`src/rtl/afc_pkg.sv`:
```
package afc_pkg;
  localparam int unsigned DW   = 8;
  localparam int unsigned NSRC = 5;
  localparam int unsigned NFLT = 2;

  localparam logic [7:0] A_CTRL    = 8'h10;
  localparam logic [7:0] A_MASK    = 8'h14;
  localparam logic [7:0] A_STAT    = 8'h15;
  localparam logic [7:0] A_BANK_LO = 8'h14;
  localparam logic [7:0] A_BANK_HI = 8'h17;

  // status bit positions
  typedef enum int unsigned {
    S_OTE   = 0,
    S_OTW   = 1,
    S_SHORT = 2,
    S_MCLK  = 3,
    S_RATIO = 4
  } src_e;

  localparam int unsigned F_SHORT = 0;
  localparam int unsigned F_OTE   = 1;

  typedef struct packed {
    logic ote_rls;
    logic short_rls;
    logic pdn;
  } ctrl_t;
endpackage

```
`src/rtl/afc_mclk_wdog.sv`:
```
module afc_mclk_wdog #(
  parameter int unsigned WIN_CYC   = 64,
  parameter int unsigned MIN_EDGES = 8
) (
  input  logic clk_i,
  input  logic rst_ni,
  input  logic mclk_i,
  output logic mclk_low_o,
  output logic mclk_dead_o
);
  localparam int unsigned CW = $clog2(WIN_CYC);
  localparam int unsigned EW = $clog2(WIN_CYC + 1);

  logic [1:0]    sync_q;
  logic          prev_q;
  logic [CW-1:0] win_q;
  logic [EW-1:0] cnt_q;
  logic [EW-1:0] cnt_nxt;
  logic          low_q;
  logic          dead_q;
  logic          rise;
  logic          win_end;

  assign rise    = sync_q[1] & ~prev_q;
  assign win_end = (win_q == CW'(WIN_CYC - 1));
  assign cnt_nxt = cnt_q + EW'(rise);

  always_ff @(posedge clk_i or negedge rst_ni) begin
    if (!rst_ni) begin
      sync_q <= '0;
      prev_q <= 1'b0;
      win_q  <= '0;
      cnt_q  <= '0;
      low_q  <= 1'b0;
      dead_q <= 1'b0;
    end else begin
      sync_q <= {sync_q[0], mclk_i};
      prev_q <= sync_q[1];
      dead_q <= dead_q | low_q;
      if (win_end) begin
        win_q <= '0;
        cnt_q <= '0;
        low_q <= (cnt_nxt < EW'(MIN_EDGES));
      end else begin
        win_q <= win_q + CW'(1);
        cnt_q <= cnt_nxt;
      end
    end
  end

  assign mclk_low_o  = low_q;
  assign mclk_dead_o = dead_q;
endmodule

```
`src/rtl/afc_safe_latch.sv`:
```
module afc_safe_latch (
  input  logic clk_i,
  input  logic rst_ni,
  input  logic set_i,
  input  logic fault_i,
  input  logic rls_i,
  output logic safe_o
);
  logic rls_q;
  logic safe_q;
  logic rls_fall;

  assign rls_fall = rls_q & ~rls_i;

  always_ff @(posedge clk_i or negedge rst_ni) begin
    if (!rst_ni) begin
      rls_q  <= 1'b0;
      safe_q <= 1'b0;
    end else begin
      rls_q <= rls_i;
      if (set_i)                     safe_q <= 1'b1;
      else if (rls_fall && !fault_i) safe_q <= 1'b0;
    end
  end

  assign safe_o = safe_q;
endmodule

```
`src/rtl/afc_regs.sv`:
```
module afc_regs
  import afc_pkg::*;
(
  input  logic            clk_i,
  input  logic            rst_ni,
  input  logic            we_i,
  input  logic            re_i,
  input  logic            burst_i,
  input  logic [7:0]      addr_i,
  input  logic [DW-1:0]   wdata_i,
  output logic [DW-1:0]   rdata_o,
  input  logic [NSRC-1:0] src_i,
  output ctrl_t           ctrl_o,
  output logic            irq_no
);
  localparam int unsigned CTW = $bits(ctrl_t);

  logic [NSRC-1:0] mask_q;
  logic [NSRC-1:0] stat_q;
  ctrl_t           ctrl_q;
  logic            in_bank;
  logic            rd_ok;
  logic            stat_clr;
  logic            unused_wdata;

  assign in_bank      = (addr_i >= A_BANK_LO) && (addr_i <= A_BANK_HI);
  assign rd_ok        = re_i && !(burst_i && in_bank);
  assign stat_clr     = rd_ok && (addr_i == A_STAT);
  assign unused_wdata = ^wdata_i[DW-1:NSRC];

  always_ff @(posedge clk_i or negedge rst_ni) begin
    if (!rst_ni) begin
      mask_q <= '1;
      stat_q <= '0;
      ctrl_q <= '{ote_rls: 1'b0, short_rls: 1'b0, pdn: 1'b1};
    end else begin
      if (we_i && addr_i == A_MASK) mask_q <= wdata_i[NSRC-1:0];
      if (we_i && addr_i == A_CTRL) ctrl_q <= ctrl_t'(wdata_i[CTW-1:0]);
      stat_q <= src_i | (stat_clr ? '0 : stat_q);
    end
  end

  always_comb begin
    rdata_o = '0;
    if (rd_ok) begin
      unique case (addr_i)
        A_CTRL:  rdata_o = DW'(ctrl_q);
        A_MASK:  rdata_o = {{(DW-NSRC){1'b1}}, mask_q};
        A_STAT:  rdata_o = DW'(stat_q);
        default: rdata_o = '0;
      endcase
    end
  end

  assign ctrl_o = ctrl_q;
  assign irq_no = ~|(stat_q & ~mask_q);
endmodule

```
`src/rtl/amp_fault_ctrl.sv`:
```
module amp_fault_ctrl
  import afc_pkg::*;
#(
  parameter int unsigned WIN_CYC   = 64,
  parameter int unsigned MIN_EDGES = 8
) (
  input  logic       clk_i,
  input  logic       rst_ni,
  input  logic       mclk_i,
  input  logic       reg_we_i,
  input  logic       reg_re_i,
  input  logic       reg_burst_i,
  input  logic [7:0] reg_addr_i,
  input  logic [7:0] reg_wdata_i,
  output logic [7:0] reg_rdata_o,
  input  logic       short_det_i,
  input  logic       otw_i,
  input  logic       ote_i,
  input  logic       ratio_err_i,
  output logic       irq_no,
  output logic       safe_mode_o,
  output logic       amp_stop_o,
  output logic       out_clamp_o,
  output logic       amp_pdn_o
);
  ctrl_t           ctrl;
  logic            short_rls;
  logic            ote_rls;
  logic            mclk_low;
  logic            mclk_dead;
  logic            safe_any;
  logic            short_eff;
  logic [NSRC-1:0] src;
  logic [NFLT-1:0] flt_set;
  logic [NFLT-1:0] flt_raw;
  logic [NFLT-1:0] flt_rls;
  logic [NFLT-1:0] flt_safe;

  assign short_rls = ctrl.short_rls;
  assign ote_rls   = ctrl.ote_rls;
  // detector is blind while powered down or already protected
  assign short_eff = short_det_i & ~ctrl.pdn & ~safe_any;

  always_comb begin
    src          = '0;
    src[S_OTE]   = ote_i;
    src[S_OTW]   = otw_i;
    src[S_SHORT] = short_eff;
    src[S_MCLK]  = mclk_low;
    src[S_RATIO] = ratio_err_i;
  end

  always_comb begin
    flt_set          = '0;
    flt_raw          = '0;
    flt_rls          = '0;
    flt_set[F_SHORT] = short_eff;
    flt_raw[F_SHORT] = short_det_i;
    flt_rls[F_SHORT] = short_rls;
    flt_set[F_OTE]   = ote_i;
    flt_raw[F_OTE]   = ote_i;
    flt_rls[F_OTE]   = ote_rls;
  end

  afc_regs i_regs (
    .clk_i   (clk_i),
    .rst_ni  (rst_ni),
    .we_i    (reg_we_i),
    .re_i    (reg_re_i),
    .burst_i (reg_burst_i),
    .addr_i  (reg_addr_i),
    .wdata_i (reg_wdata_i),
    .rdata_o (reg_rdata_o),
    .src_i   (src),
    .ctrl_o  (ctrl),
    .irq_no  (irq_no)
  );

  afc_mclk_wdog #(
    .WIN_CYC   (WIN_CYC),
    .MIN_EDGES (MIN_EDGES)
  ) i_wdog (
    .clk_i       (clk_i),
    .rst_ni      (rst_ni),
    .mclk_i      (mclk_i),
    .mclk_low_o  (mclk_low),
    .mclk_dead_o (mclk_dead)
  );

  for (genvar g = 0; g < NFLT; g++) begin : g_safe
    afc_safe_latch i_latch (
      .clk_i   (clk_i),
      .rst_ni  (rst_ni),
      .set_i   (flt_set[g]),
      .fault_i (flt_raw[g]),
      .rls_i   (flt_rls[g]),
      .safe_o  (flt_safe[g])
    );
  end

  assign safe_any    = |flt_safe;
  assign safe_mode_o = safe_any;
  assign out_clamp_o = mclk_dead;
  assign amp_stop_o  = safe_any | mclk_dead | ctrl.pdn;
  assign amp_pdn_o   = ctrl.pdn;
endmodule

```
`config.mk`:
```
export PLATFORM = sky130hd
export DESIGN_NAME = amp_fault_ctrl
export DESIGN_NICKNAME = d
export VERILOG_FILES = /design/src/rtl/afc_pkg.sv /design/src/rtl/afc_mclk_wdog.sv /design/src/rtl/afc_safe_latch.sv /design/src/rtl/afc_regs.sv /design/src/rtl/amp_fault_ctrl.sv
export SDC_FILE = /design/constraint.sdc
export NUM_CORES = 1
export LEC_CHECK = 0
export ABC_AREA = 0
export BUFFER_PORTS_ARGS = -buffer_cell sky130_fd_sc_hd__buf_4
export CAP_MARGIN = 10
export CORE_ASPECT_RATIO = 0.7
export CORE_MARGIN = 1
export CORE_UTILIZATION = 57
export DETAILED_ROUTE_END_ITERATION = 16
export PLACE_DENSITY = 0.83
export SETUP_SLACK_MARGIN = 0.3
export SKIP_CTS_REPAIR_TIMING = 1
export SLEW_MARGIN = 20
export SYNTH_ARGS = -nofsm -noshare
export SYNTH_HDL_FRONTEND = slang
export SYNTH_HIERARCHICAL = 1
export SYNTH_SLANG_ARGS = --single-unit
```
`constraint.sdc`:
```
create_clock -name clk_i -period 3.4 [get_ports clk_i]
set_clock_uncertainty 0.15 [all_clocks]
set_input_delay 0.68 -clock clk_i [delete_from_list [all_inputs] [get_ports clk_i]]
set_output_delay 0.68 -clock clk_i [all_outputs]
set_load 0.005 [all_outputs]
```
# [After elaboration in Yosys (flattened, before gate mapping)]
# Cells that the tools add are included.
[totals] ff_bits=35 out_inout_bits=13 input_bits=26 word_cells=65
[op_classes] muxes=9 n_reduce_logical=16 eq_ne=4 n_addsub=2 bitwise_logic=16 n_lt_le_gt_ge=3
[op_table] operator="8-bit by 5-bit equality test with 1-bit output (second input constant)" count=3
[op_table] operator="8-bit one-hot mux with 3 select lines" count=1
[op_table] operator="8-bit by 5-bit >= comparator with 1-bit output (second input constant)" count=1
[op_table] operator="8-bit by 5-bit <= comparator with 1-bit output (second input constant)" count=1
[op_table] operator="1-bit logical AND" count=8
[op_table] operator="8-bit 2-to-1 mux" count=1
[op_table] operator="7-bit by 1-bit adder with 7-bit output" count=1
[op_table] operator="7-bit by 4-bit less-than comparator with 1-bit output (second input constant)" count=1
[op_table] operator="7-bit 2-to-1 mux" count=1
[op_table] operator="6-bit by 1-bit adder with 6-bit output (second input constant)" count=1
[op_table] operator="6-bit equality test (second input constant)" count=1
[op_table] operator="6-bit 2-to-1 mux" count=1
[op_table] operator="1-bit bitwise AND" count=5
[op_table] operator="5-bit bitwise AND" count=1
[op_table] operator="5-bit 2-to-1 mux" count=1
[op_table] operator="1-bit inverter" count=5
[op_table] operator="5-bit inverter" count=1
[op_table] operator="5-bit bitwise OR" count=1
[op_table] operator="5-bit OR reduction" count=1
[op_table] operator="1-bit zero test" count=4
[op_table] operator="1-bit 2-to-1 mux" count=4
[op_table] operator="2-bit nonzero test" count=2
[op_table] operator="1-bit bitwise OR" count=3
[op_table] operator="2-bit OR reduction" count=1

# [Logic depth before layout (Yosys ltp)]
# Gate-level depths: netlist of the first run.
[depth] ltp_word=8 depth_mapped=7 depth_no_buf=7

# [By module]
# Netlist of the first run, hierarchy kept.
[modules_own_cells] mod="afc_regs" cells_each=66 area_each_um2=783.3 seq_area_each_um2=332.8 n_inst=1
[modules_own_cells] mod="afc_mclk_wdog" cells_each=61 area_each_um2=726.9 seq_area_each_um2=450.4 n_inst=1
[modules_own_cells] mod="afc_safe_latch" cells_each=5 area_each_um2=72.6 seq_area_each_um2=50.0 n_inst=2
[modules_own_cells] mod="amp_fault_ctrl" cells_each=3 area_each_um2=22.5 seq_area_each_um2=0.0 n_inst=1

# [Worst setup path before layout of the first run]
# Ideal clock, no wire load.
[synth_timing] path_kind="input to output" from="input port reg_addr_i[2]" to="output port reg_rdata_o[6]" n_path_buf=2 path_slack_ns=0.930 t_arrival_ns=1.640 path_stages=5 required_ns=2.570 path_cell_list="buf_6 > and4bb_4 > nand2_1 > nor3b_1 > buf_4"
[synth_between] elab_chain_cells=6 word_cells_on_any_way=11 classes_between="order compare: 2; eq/ne: 3; mux: 2; reduce/logical: 4"
[synth_lines] element="start: declaration" line="amp_fault_ctrl.sv:13" text="input logic [7:0] reg_addr_i,"
[synth_lines] element="8-bit by 5-bit >= comparator with 1-bit output / 8-bit by 5-bit <= comparator with 1-bit output (equally long branches)" line="afc_regs.sv:26" text="assign in_bank = (addr_i >= A_BANK_LO) && (addr_i <= A_BANK_HI);"
[synth_lines] element="1-bit logical AND" line="afc_regs.sv:26"
[synth_lines] element="1-bit logical AND" line="afc_regs.sv:27" text="assign rd_ok = re_i && !(burst_i && in_bank);"
[synth_lines] element="1-bit zero test" line="afc_regs.sv:27"
[synth_lines] element="1-bit logical AND" line="afc_regs.sv:27"
[synth_lines] element="8-bit 2-to-1 mux *" line="afc_regs.sv:45" text="if (rd_ok) begin"
[synth_lines] element="end: declaration" line="amp_fault_ctrl.sv:15" text="output logic [7:0] reg_rdata_o,"
# Mark *: on every way between the ends. The rest lies on a longest branch, timed or not.

# [Final worst setup path of the first run]
[layout_timing] from="input port reg_addr_i[5]" to="output port reg_rdata_o[5]"
# The elaborated chain is that of the path after synthesis.

==> results, run 1 <==
- Across all hold checks on the routed design, the worst slack comes to 0.1782 ns.
- The TritonCTS clock tree is yes.
- The critical path class is in -> out.
- The via count of the first global-routing pass was ~1100.
- The weighted congestion at the end of routability-driven global placement is 0.7382.
- The class of the tightest hold or removal check is in -> async.
- The most numerous cell type found on the critical path is sky130_fd_sc_hd__buf_4.
- After synthesis the cells add up to 0.001678 mm^2.
- Of the total synthesized cell area, the portion taken by AND, OR, NAND and NOR gates is 21.85%.
- Traced cell by cell, the critical path runs through buf_4 > and4bb_4 > nand2_1 > nor3b_1 > buf_4.
- The area growth from synthesis to layout is 22.37%.
- The area occupied by registers is slightly below 900 um^2.
- The clock slew seen by the registers of the worst setup and hold paths is 0.07 ns.
- The share of async-settable or async-resettable flops after synthesis is between 90% and 100%.
- Dividing the detail-routed wire length by the instance count gives 16.50 um.
- For the worst flop-to-flop path, the logic depth is 7.
- The maximum count of clock buffers along a single path is 2.
- The largest area contributor in the synthesized netlist is sky130_fd_sc_hd__dfrtp_1.
- The number of clock buffers added by TritonCTS is 5.
- Clock tree synthesis selected as its root buffer the cell sky130_fd_sc_hd__clkbuf_8.
- Setup repair after global routing left no endpoint under its margin.
- At the pin with the least slew margin, the transition time is 0.6826 ns.
- The number of H-tree branching levels is 2.
- The setup slack of the critical path after layout is 0.7854 ns.
- For this run, design rule violations remaining after detail routing come to 0.
- In this run the cell area measured after placement is 0.001949 mm^2.
- During synthesis, Yosys emitted a total of 6 warnings.
- The relative max-transition margin is between 50 and 60%.
- The die is 47.40 um tall.
- The minimum setup slack after placement is 0.7989 ns.
- The number of antenna violations at the first check in global routing is 0.
- In this run the register-to-register setup slack is about 1.5 ns.
- The detailed-route vias per instance is 5.528.
- The DRC violation total after the first TritonRoute iteration is 87.
- Dividing the synthesized area by the synthesized cell count gives 11.98 um^2.
- The worst setup path is launched from an input pin.
- The proportion of layout cells with a drive suffix above 1 is 38.76%.
- In this run the static leakage power is 0.9778 nW.
- Summing the sequential cell areas from Yosys gives 52.65% of the chip area.
- The antenna violation net count after detailed routing is 0.
- After synthesis, the largest family of logic cells by area is simple AND/OR/NAND/NOR gates.
- After synthesis, the cell types taking the most area are sky130_fd_sc_hd__dfrtp_1 43%, sky130_fd_sc_hd__dfstp_2 9.4%, sky130_fd_sc_hd__mux2_4 4.5%.
- The final-layout fill cell count is around 200.
- Entering global routing, the biggest net connects 36 pins.
- The area share of the largest cell type after synthesis is 43.25%.
- The top-level I/O count is 39.
- In this run, placement finished with an instance count of around 200.
- Across the run, the number of max-cap violations was 0.
- Leaving out fill and tap cells, the most frequent cell in the layout is sky130_fd_sc_hd__buf_4.
- The final net count is 206.
- The hold violation total from the final report is 0.
- The sum of negative setup slack is 0 ns.
- The count of flip-flops with a built-in enable after synthesis is 0.
- The number of clock sinks is 35.
- The number of instances in the synthesized netlist is 140.
- In this design, the stage delay of the slowest critical-path cell is roughly 0.36 ns.
- The xor-xnor portion of the synthesized cell area is 3.654%.
- The endpoint class of the critical path is an output port.
- The minimum period implied by the final worst setup slack is 2.615 ns.
- The run finished with clean final reports.
- The first-pass GRT wire length is 5575 um.
- The first detailed-routing pass ran for 5 iterations.
- The post-synthesis net count is 169.
- In this run the power density over the cells is approximately 470 mW/mm^2.
- The count of buffers added on input and output ports is 35.
- After layout, the worst path uses 76.90% of the clock period.
- The multi-input combinational cells in the finished layout cover a total of 743.2 um^2.
- The count of state elements after synthesis is 35.
- The post-DP HPWL is 2559 um.
- The worst-case IR drop observed on VDD is 0.3111 mV.
- Of all nets on the critical path, the largest fanout is 3.
- The initial core utilization is 59.87%.
- Timing would allow up to 0.3825 GHz.
- The die covers 0.003168 mm^2.
- The total wire length after detailed routing is ~3500 um.
- The max-slew violation count came to 0.
- The most used flip-flop cell after synthesis is sky130_fd_sc_hd__dfrtp_1.
- The total of endpoints with negative setup slack in the final report is 0.
- For this run, the number of standard cells in the final layout without fillers is 214.
- The total congestion overflow after global routing is 0.
- The total area inside the core boundary comes to approximately 0.0028 mm^2.
- The data arrival time of the worst path is 1.78 ns.
- The area fraction in compound gates after synthesis is 6.264%.
- For this run, the total global-route usage over all layers was measured as 26.09%.
- In the layout the commonest cells are 35 x sky130_fd_sc_hd__buf_4, 29 x sky130_fd_sc_hd__dfrtp_1, 14 x sky130_fd_sc_hd__nor2_1.
- The clock insertion delay at the later pin of the skew report is a little under 0.3 ns.
- Row generation in the floorplan step produced 16 rows.
- STA puts the critical path data required time at 2.57 ns.
- The repair_antennas step left the layout with diodes totalling 0.
- Once layout is done, the placed cells without fillers occupy just over 0.002 mm^2.
- In the synthesized netlist, mux cells make up 10.29% of the area.
- The via count is ~1200.
- The cell at the slowest stage of the critical path is sky130_fd_sc_hd__and4bb_4.
- The die width is 66.85 um.
- The adder-cell area share of the yosys netlist is under 10%.
- The distinct cell type count of the synthesized netlist is 38.
path summary, 6_finish.rpt:
kind,startpoint,end
max,reg_addr_i[5],reg_rdata_o[5]
min,rst_ni,g_safe[1].i_latch/safe_o
max reg2reg,i_wdog/sync_q[1],i_wdog/mclk_low_o
min reg2reg,i_wdog/sync_q[0],i_wdog/sync_q[1]
max in group asynchronous,rst_ni,i_regs/mask_q[4]
min in group clk_i,i_wdog/sync_q[0],i_wdog/sync_q[1]
synth_stat cells (4+ instances only):
cell                      instances
sky130_fd_sc_hd__dfrtp_1         29
sky130_fd_sc_hd__nor2_1          14
sky130_fd_sc_hd__nand3_1          7
sky130_fd_sc_hd__dfstp_2          6
sky130_fd_sc_hd__mux2_2           6
sky130_fd_sc_hd__a21o_1           5
sky130_fd_sc_hd__mux2_4           5
sky130_fd_sc_hd__nand2_1          5
sky130_fd_sc_hd__nor2b_1          5
sky130_fd_sc_hd__xor2_1           5
sky130_fd_sc_hd__inv_1            4
stage by stage:
| step | power [W] | utilization (%) |
|---|---|---|
| 3_3_place_gp | 0.0006316 | 69.55 |
| 5_1_grt | 0.001025 | 73.26 |
| 2_1_floorplan | 0.0005865 | - |
| 3_5_place_dp | 0.0006436 | 69.55 |
| 6_report | 0.0009746 | 73.26 |
| 4_1_cts | 0.0009807 | 73.26 |
critical path: cells and delay by family:
kind	cells	cell delay, ns
and+or+nand+nor	3	0.81
buffers and inverters	2	0.29
cell type report:
class	instances	share of cell area [%]
Clock buffer	7	4.692
Clock inverter	1	0.3656
Timing Repair Buffer	35	12.80
Inverter	4	0.7313
Sequential cell	35	43.02
Tap cell	36	2.194
Multi-Input combinational cell	96	36.20
logic make-up after synthesis:
family          after synthesis
compound gates               16
xor+xnor                      7
fa+ha+maj                     3
buf+inv                       9
flops                        35
mux                          14
simple gates                 56
state kept, by name, indices dropped and copies added (netlist names):
signal / count
i_wdog/prev_q: 1
g_safe.i_latch/safe_o: 2
i_regs/stat_q: 5
i_regs/mask_q: 5
i_wdog/mclk_low_o: 1
i_wdog/mclk_dead_o: 1
i_regs/ctrl_o: 3
i_wdog/sync_q: 2
i_wdog/cnt_q: 7
i_wdog/win_q: 6
g_safe.i_latch/rls_q: 2
report_power, final:
group,total [W],internal (W),switching (W)
Sequential,0.000505,0.000465,0.0000402
Combinational,0.000137,0.0000697,0.0000672
Clock,0.000332,0.000184,0.000148
Total,0.000975,0.000719,0.000255
metal layers:
layer / global-route usage, % / up-vias / share of wire (%)
met3: 9.223 / 10 / 4.6
li1: - / 563 / -
met2: 41.41 / 33 / 48
met1: 32.09 / 577 / 45
met4: 14.04 / 0 / 2.4
met5: 0 / - / 0
No activity file was read; power rests on OpenSTA's default activity.
==> run 2, diff against run 1 <==
Settings changed: CORE_UTILIZATION 57 to 47, PLACE_DENSITY 0.83 to 0.73.
Clock period 3.4 ns to 2.1 ns, I/O delays scaled along.
==> run 2 against run 1 <==
Utilization fell by 5.7 points. Critical path depth did not move. Non-clock buffer count rose by 8. Count of clock-buffer cells in the layout did not move. Setup slack got worse by 0.65 ns. Final cell count rose by 8.9%. Critical path type unchanged. Hold slack got worse by 0.082 ns. Die area rose by 20%. Sequential share of layout area fell by 3.1 points. Sequential power rose by 65%. Largest cell class unchanged.
==> results, run 2 (same netlist as run 1, synthesis figures left out) <==
- After legalization and detailed placement, the total HPWL measured 2351 um.
- Setup violations remaining at the end of the flow were counted as 0.
- The proportion of power drawn by the clock network is a little under a third.
- The number of antenna violations at the first check in global routing is 0.
- After floorplanning, the core was divided into 17 placement rows.
- The switching power is 0.0004285 W.
- The endpoint class of the critical path is an output port.
- The final-layout fill cell count is about 250.
- The final net count is about 210.
- Compared with the post-synthesis result, the final layout area differs by 31.92%.
- The die is 51.99 um tall.
- During placement, the flow inserted port buffers numbering 35.
- The number of clock sinks is 35.
- The area occupied by registers is 883.3 um^2.
- The total congestion overflow after global routing is 0.
- The area used by multi-input combinational logic is 824.5 um^2.
- The first-pass iteration count of the detailed router is 4.
- Of all nets on the critical path, the largest fanout is 5.
- The minimum period implied by the final worst setup slack is 1.960 ns.
- The library cells used most frequently in the layout, excluding fill and tap cells, are 38 x sky130_fd_sc_hd__buf_4, 29 x sky130_fd_sc_hd__dfrtp_1, 14 x sky130_fd_sc_hd__nor2_1.
- The class of the tightest hold or removal check is in -> reg.
- After detailed routing, the total wire length is about 3600 um.
- In the final layout, the share of cells above drive strength 1 is a little under half.
- Setup repair after global routing could not meet its margin everywhere.
- The tree is rooted in a sky130_fd_sc_hd__clkbuf_8.
- In the final routed layout, each cell accounts on average for 15.57 um.
- The cell internal power dissipation is 0.001170 W.
- The maximum count of clock buffers along a single path is 2.
- The number of antenna cells inserted is 0.
- The placeable core region is ~0.0033 mm^2.
- For the final routed database, the setup TNS stands at 0 ns.
- The initial core utilization is between 50% and 60%.
- STA classifies the critical path startpoint as an input pin.
- The first-pass GRT wire length is roughly 5300 um.
- The via count of the first global-routing pass is 1124.
- Data on the critical path is required at its endpoint by 1.53 ns.
- The power density over cell area is slightly above 700 mW/mm^2.
- The setup slack of the worst register-to-register path is approximately 0.4 ns.
- The combinational share of power is 16.9%.
- Hold timing on the final database bottoms out at a slack of about 0.096 ns.
- The largest net degree at the start of global routing is 36.
- The number of buffers created by CTS is 5.
- At the pin with the least slew margin, the transition time is between 0.7 and 0.8 ns.
- The flip-flop count of the largest register, all copies and words added is 7.
- Ranked by flip-flop count, first place goes to i_wdog/cnt_q.
- Leaving out fill and tap cells, the most frequent cell in the layout is sky130_fd_sc_hd__buf_4.
- Using the TritonRoute via totals, the vias-per-cell ratio works out to 5.270.
- At the later pin of the worst-skew pair, clock insertion delay measures 0.28 ns.
- The final cycle utilization of the critical path is a little over 90%.
- The placed instance area is 0.001971 mm^2.
- Clock-pin slew was measured on the worst setup and hold paths at 0.07 ns.
- The antenna violation net count after detailed routing is 0.
- Summing internal, switching and leakage power gives 0.001599 W.
- The TritonCTS clock tree is yes.
- The critical path class is in -> out.
- The detailed router finished its first iteration with 75 violations.
- The max-slew violation count is 0.
- After routing the design area is 0.002213 mm^2.
- In the routed design, unresolved DRC markers number 0.
- Cells fill 67.57% of the core in the end.
- The global routing usage summed across all routing layers is 19.40%.
- The highest attainable clock frequency is just over 0.5 GHz.
- The peak ir drop on the vdd network is slightly above 0.5 mV.
- The hold violation total from the final report came to 0.
- The run finished with clean final reports.
- The via count is 1228.
- 39 I/O pins were placed.
- Max-cap violations in this run came to 0.
- The weighted congestion at the end of routability-driven global placement is slightly above 0.8.
- The largest registers in the layout are i_wdog/cnt_q x7, i_wdog/win_q x6.
- The share of total power dissipated in sequential elements is 52.1%.
- The die outline area is 0.003817 mm^2.
- For this design the static power due to leakage is between 1 and 1.5 nW.
- The die is 73.42 um wide.
- The clock tree synthesis step divided the H-tree into 2 levels.
- Of the total power, the share spent switching nets is 26.80%.
- In this run the tightest slew margin relative to its limit is 52.31%.
- The data arrival time of the worst path is 1.39 ns.
## run 2: cell types whose count changed in the layout (fill, tap and decap cells not counted), sizes merged
| cell | previous run | this run |
|---|---|---|
| clkinvlp | 1 | 0 |
| buf | 35 | 42 |
| clkinv | 0 | 1 |
| dlygate4sd3 | 0 | 1 |
## run 2: final timing paths
kind,to,start,cells after the start
setup / recovery,reg_rdata_o[0],reg_addr_i[1],5
hold / removal,i_wdog/sync_q[0],mclk_i,1
setup reg to reg,i_wdog/mclk_low_o,i_wdog/sync_q[1],7
hold reg to reg,i_wdog/sync_q[1],i_wdog/sync_q[0],0
max in group asynchronous,i_regs/mask_q[2],rst_ni,2
min in group asynchronous,i_wdog/win_q[1],rst_ni,2
## run 2: worst max-delay path, stage by stage
cell and delay, ns:
sky130_fd_sc_hd__buf_6 0.10, sky130_fd_sc_hd__nor3_4 0.36, sky130_fd_sc_hd__nand4_1 0.22, sky130_fd_sc_hd__nor2_1 0.16, sky130_fd_sc_hd__buf_4 0.13
## run 2: per-layer routing
layer,GRT usage [%],wire length (um),vias up
li1,-,-,584
met1,27.47,1663,603
met2,27.31,1773,37
met3,5.620,153,4
met4,8.974,38,0
met5,0,0,-
## run 2: area by class of cell
class                   count  share of cell area [%]
clock buffers               7                   3.901
repair buffers             43                   15.38
flip-flops and latches     35                   39.91
clock inverters             1                  0.2261
multi-input cells          96                   37.25
well taps                  47                   2.657
inverters                   4                  0.6784
## run 2: stage by stage
stage	setup WS, ns	cells
finish	0.1396	233
global route	0.05187	233
CTS	0.1324	225
detailed placement	0.1437	217
global placement	0.1641	217
floorplan	0.2774	140
## run 2: power by group through the flow
stage,combinational (W),clock (W),sequential (W)
floorplan,0.000137,0,0.000814
global placement,0.000203,0,0.000823
detailed placement,0.000209,0,0.000829
CTS,0.000213,0.000509,0.000817
global route,0.000306,0.000531,0.000842
finish,0.000270,0.000495,0.000833
==> run 3, diff against run 2 <==
Settings changed: CORE_MARGIN 1 to unset, CORE_UTILIZATION 47 to 25, PLACE_DENSITY 0.73 to 0.44.
==> run 3 against run 2 <==
Utilization down 32 points. Count of clock-buffer cells in the layout did not move. Combinational power is 2% higher. Flip-flop and latch count unchanged. Via count is 3.3% lower. Sequential power is 0.6% lower. Setup slack improved by 0.052 ns. Critical endpoint is now amp_stop_o. Largest cell class unchanged.
==> results, run 3 (same netlist as run 1, synthesis figures left out) <==
- The flow ran to the end, and the final reports show no timing, DRC or antenna violations.
- From synthesis to final layout, the design area changed by 36.39%.
- Detailed placement finished with a half-perimeter wire length of 2618 um.
- Of the available clock period, the critical path in the final layout requires between 90% and 100%.
- The relative max-transition margin is 54.01%.
- The detailed router put a total of 1864 um of wire on met1.
- The number of clock sinks is 35.
- The number of antenna violations at the first check in global routing is 0.
- The first global-routing pass estimated 6016 um of wire.
- The signal on the critical path passes through or4_4 > buf_6.
- The critical path class is reg -> out.
- In the final layout, the share of cells above drive strength 1 is between 40% and 50%.
- The class of the tightest hold or removal check is in -> reg.
- After detailed routing, the number of remaining DRC violations is 0.
- Leaving out fill and tap cells, the most frequent cells in the layout are 38 x sky130_fd_sc_hd__buf_4, 29 x sky130_fd_sc_hd__dfrtp_1, 14 x sky130_fd_sc_hd__nor2_1.
- The die height is 70.54 um.
- The top fanout value on the critical path is 4.
- The die outline area is 0.007048 mm^2.
- The highest attainable clock frequency is 0.5241 GHz.
- Entering global routing, the biggest net connects 36 pins.
- The repair_antennas step left the layout with diodes totalling 0.
- The DRC violation total after the first TritonRoute iteration is 32.
- The TritonCTS clock tree is yes.
- The count of port buffers added during placement is 35.
- The sum of met2 wire segment lengths after detailed routing is 1587 um.
- The total of endpoints with negative setup slack in the final report is 0.
- The initial utilization of the core area, before any placement, comes to between 20% and 30%.
- The via count is 1188.
- Global routing used 11.19% of the available tracks across all layers.
- The net count of the finished layout is 215.
- Leaving out fill and tap cells, the most frequent cell in the layout is sky130_fd_sc_hd__buf_4.
- The clock slew seen by the registers of the worst setup and hold paths is 0.07 ns.
- The flip-flop count of the largest register, all copies and words added is 7.
- Using the TritonRoute via totals, the vias-per-cell ratio works out to 4.273.
- The hold violation total from the final report is 0.
- The count of nets left with antenna violations once routing finished came out at 0.
- The placeable core region is about 0.0064 mm^2.
- The floorplan step set the die width to approximately 100 um.
- Routability-driven placement finished with a final weighted congestion of 0.7570.
- The endpoint class of the critical path is an output port.
- Setup repair after global routing could not meet its margin everywhere.
- The largest registers in the layout are i_wdog/cnt_q x7, i_wdog/win_q x6.
- For this run, the slowest stage of the critical path takes 0.52 ns.
- The routed wirelength normalized by instance count is 13.20 um.
- In this run the power density over the cells is 683.4 mW/mm^2.
- The total congestion overflow after global routing is 0.
- At the pin with the least slew margin, the transition time is between 0.6 and 0.7 ns.
- The worst path needs 1.908 ns of the cycle, external delays included.
- The most flop-heavy register is i_wdog/cnt_q.
- The top-level I/O count is 39.
- The data arrival time of the worst path is 1.34 ns.
- After floorplanning, the core was divided into 24 placement rows.
- In this run the deepest clock path goes through 2 buffers.
- The tree is rooted in a sky130_fd_sc_hd__clkbuf_8.
- Hold is met by between 0.09 and 0.1 ns.
- The first-pass iteration count of the detailed router is 3.
- The analysis attributes to cell leakage a power of approximately 1.1 nW.
- For the worst-skew pair, the clock arrives at the later sink with an insertion delay of 0.28 ns.
- The max-slew violation count is 0.
- The critical path startpoint category is a flip-flop.
- Summed over all nets, wire length on met3 after detailed routing comes to 181 um.
- Summed over all layers, the routed wires come to 3669 um.
- For the final routed database, the setup TNS stands at 0 ns.
- Max-cap violations in this run came to 0.
- Data on the critical path is required at its endpoint by 1.53 ns.
- The peak ir drop on the vdd network is a little under 0.4 mV.
- The via count of the first global-routing pass is approximately 1200.
- The top layer used by detailed routing is met4.
- The number of H-tree branching levels is 2.
- Counting the buffers created by CTS gives 5.
- The cell at the slowest stage of the critical path is sky130_fd_sc_hd__or4_4.
-- run 3: changes by cell type in the layout (fill, tap and decap cells not counted), sizes merged --
cell	before	now
buf	42	43
-- run 3: stage by stage --
stage / utilization, % / power [W] / cell area, um^2 / std cells / worst slack (ns)
2_1_floorplan: - / 0.0009509 / 1689 / 140 / 0.2774
3_3_place_gp: 31.94 / 0.001036 / 2033 / 262 / 0.1790
3_5_place_dp: 31.94 / 0.001051 / 2033 / 262 / 0.1526
4_1_cts: 33.22 / 0.001524 / 2115 / 270 / 0.1457
5_1_grt: 35.95 / 0.001675 / 2288 / 278 / 0.1474
6_report: 35.95 / 0.001564 / 2288 / 278 / 0.1921
-- run 3: cell type report --
class	instances	area (um^2)
well taps	91	113.9
flip-flops and latches	35	883.3
inverters	4	15.01
repair buffers	44	355.3
multi-input cells	96	839.6
fillers	630	4078
clock buffers	7	76.32
clock inverters	1	5.005
-- run 3: worst paths after layout --
path / startpoint / to / slack, ns / cells past startpoint
max reg2reg: i_wdog/sync_q[1] / i_wdog/mclk_low_o / 0.31 / 7
max in group asynchronous: rst_ni / i_regs/mask_q[3] / 0.97 / 2
min reg2reg: i_wdog/sync_q[0] / i_wdog/sync_q[1] / 0.20 / 0
min in group asynchronous: rst_ni / i_regs/stat_q[1] / 0.49 / 2
max: g_safe[0].i_latch/safe_o / amp_stop_o / 0.19 / 2
min: mclk_i / i_wdog/sync_q[0] / 0.09 / 1
-- run 3: where the power goes --
| group | internal, W | switching [W] | leakage (nW) | total, W |
|---|---|---|---|---|
| clock network | 0.000233 | 0.000227 | 0.0422 | 0.000460 |
| logic | 0.000155 | 0.000121 | 0.611 | 0.000276 |
| registers | 0.000753 | 0.0000744 | 0.410 | 0.000828 |
| total | 0.00114 | 0.000423 | 1.06 | 0.00156 |
-- run 3: metal layers --
| metal | GRT usage, % | vias to the layer above |
|---|---|---|
| met4 | 3.758 | 0 |
| met5 | 0 | - |
| met1 | 15.44 | 572 |
| li1 | - | 585 |
| met2 | 16.17 | 27 |
| met3 | 4.150 | 4 |
-- run 3: critical path, delay by kind of cell, from the launching register on --
family | cells | cell delay [ns]
AND/OR/NAND/NOR | 1 | 0.52
flip-flops | 1 | 0.41
buffers and inverters | 1 | 0.13
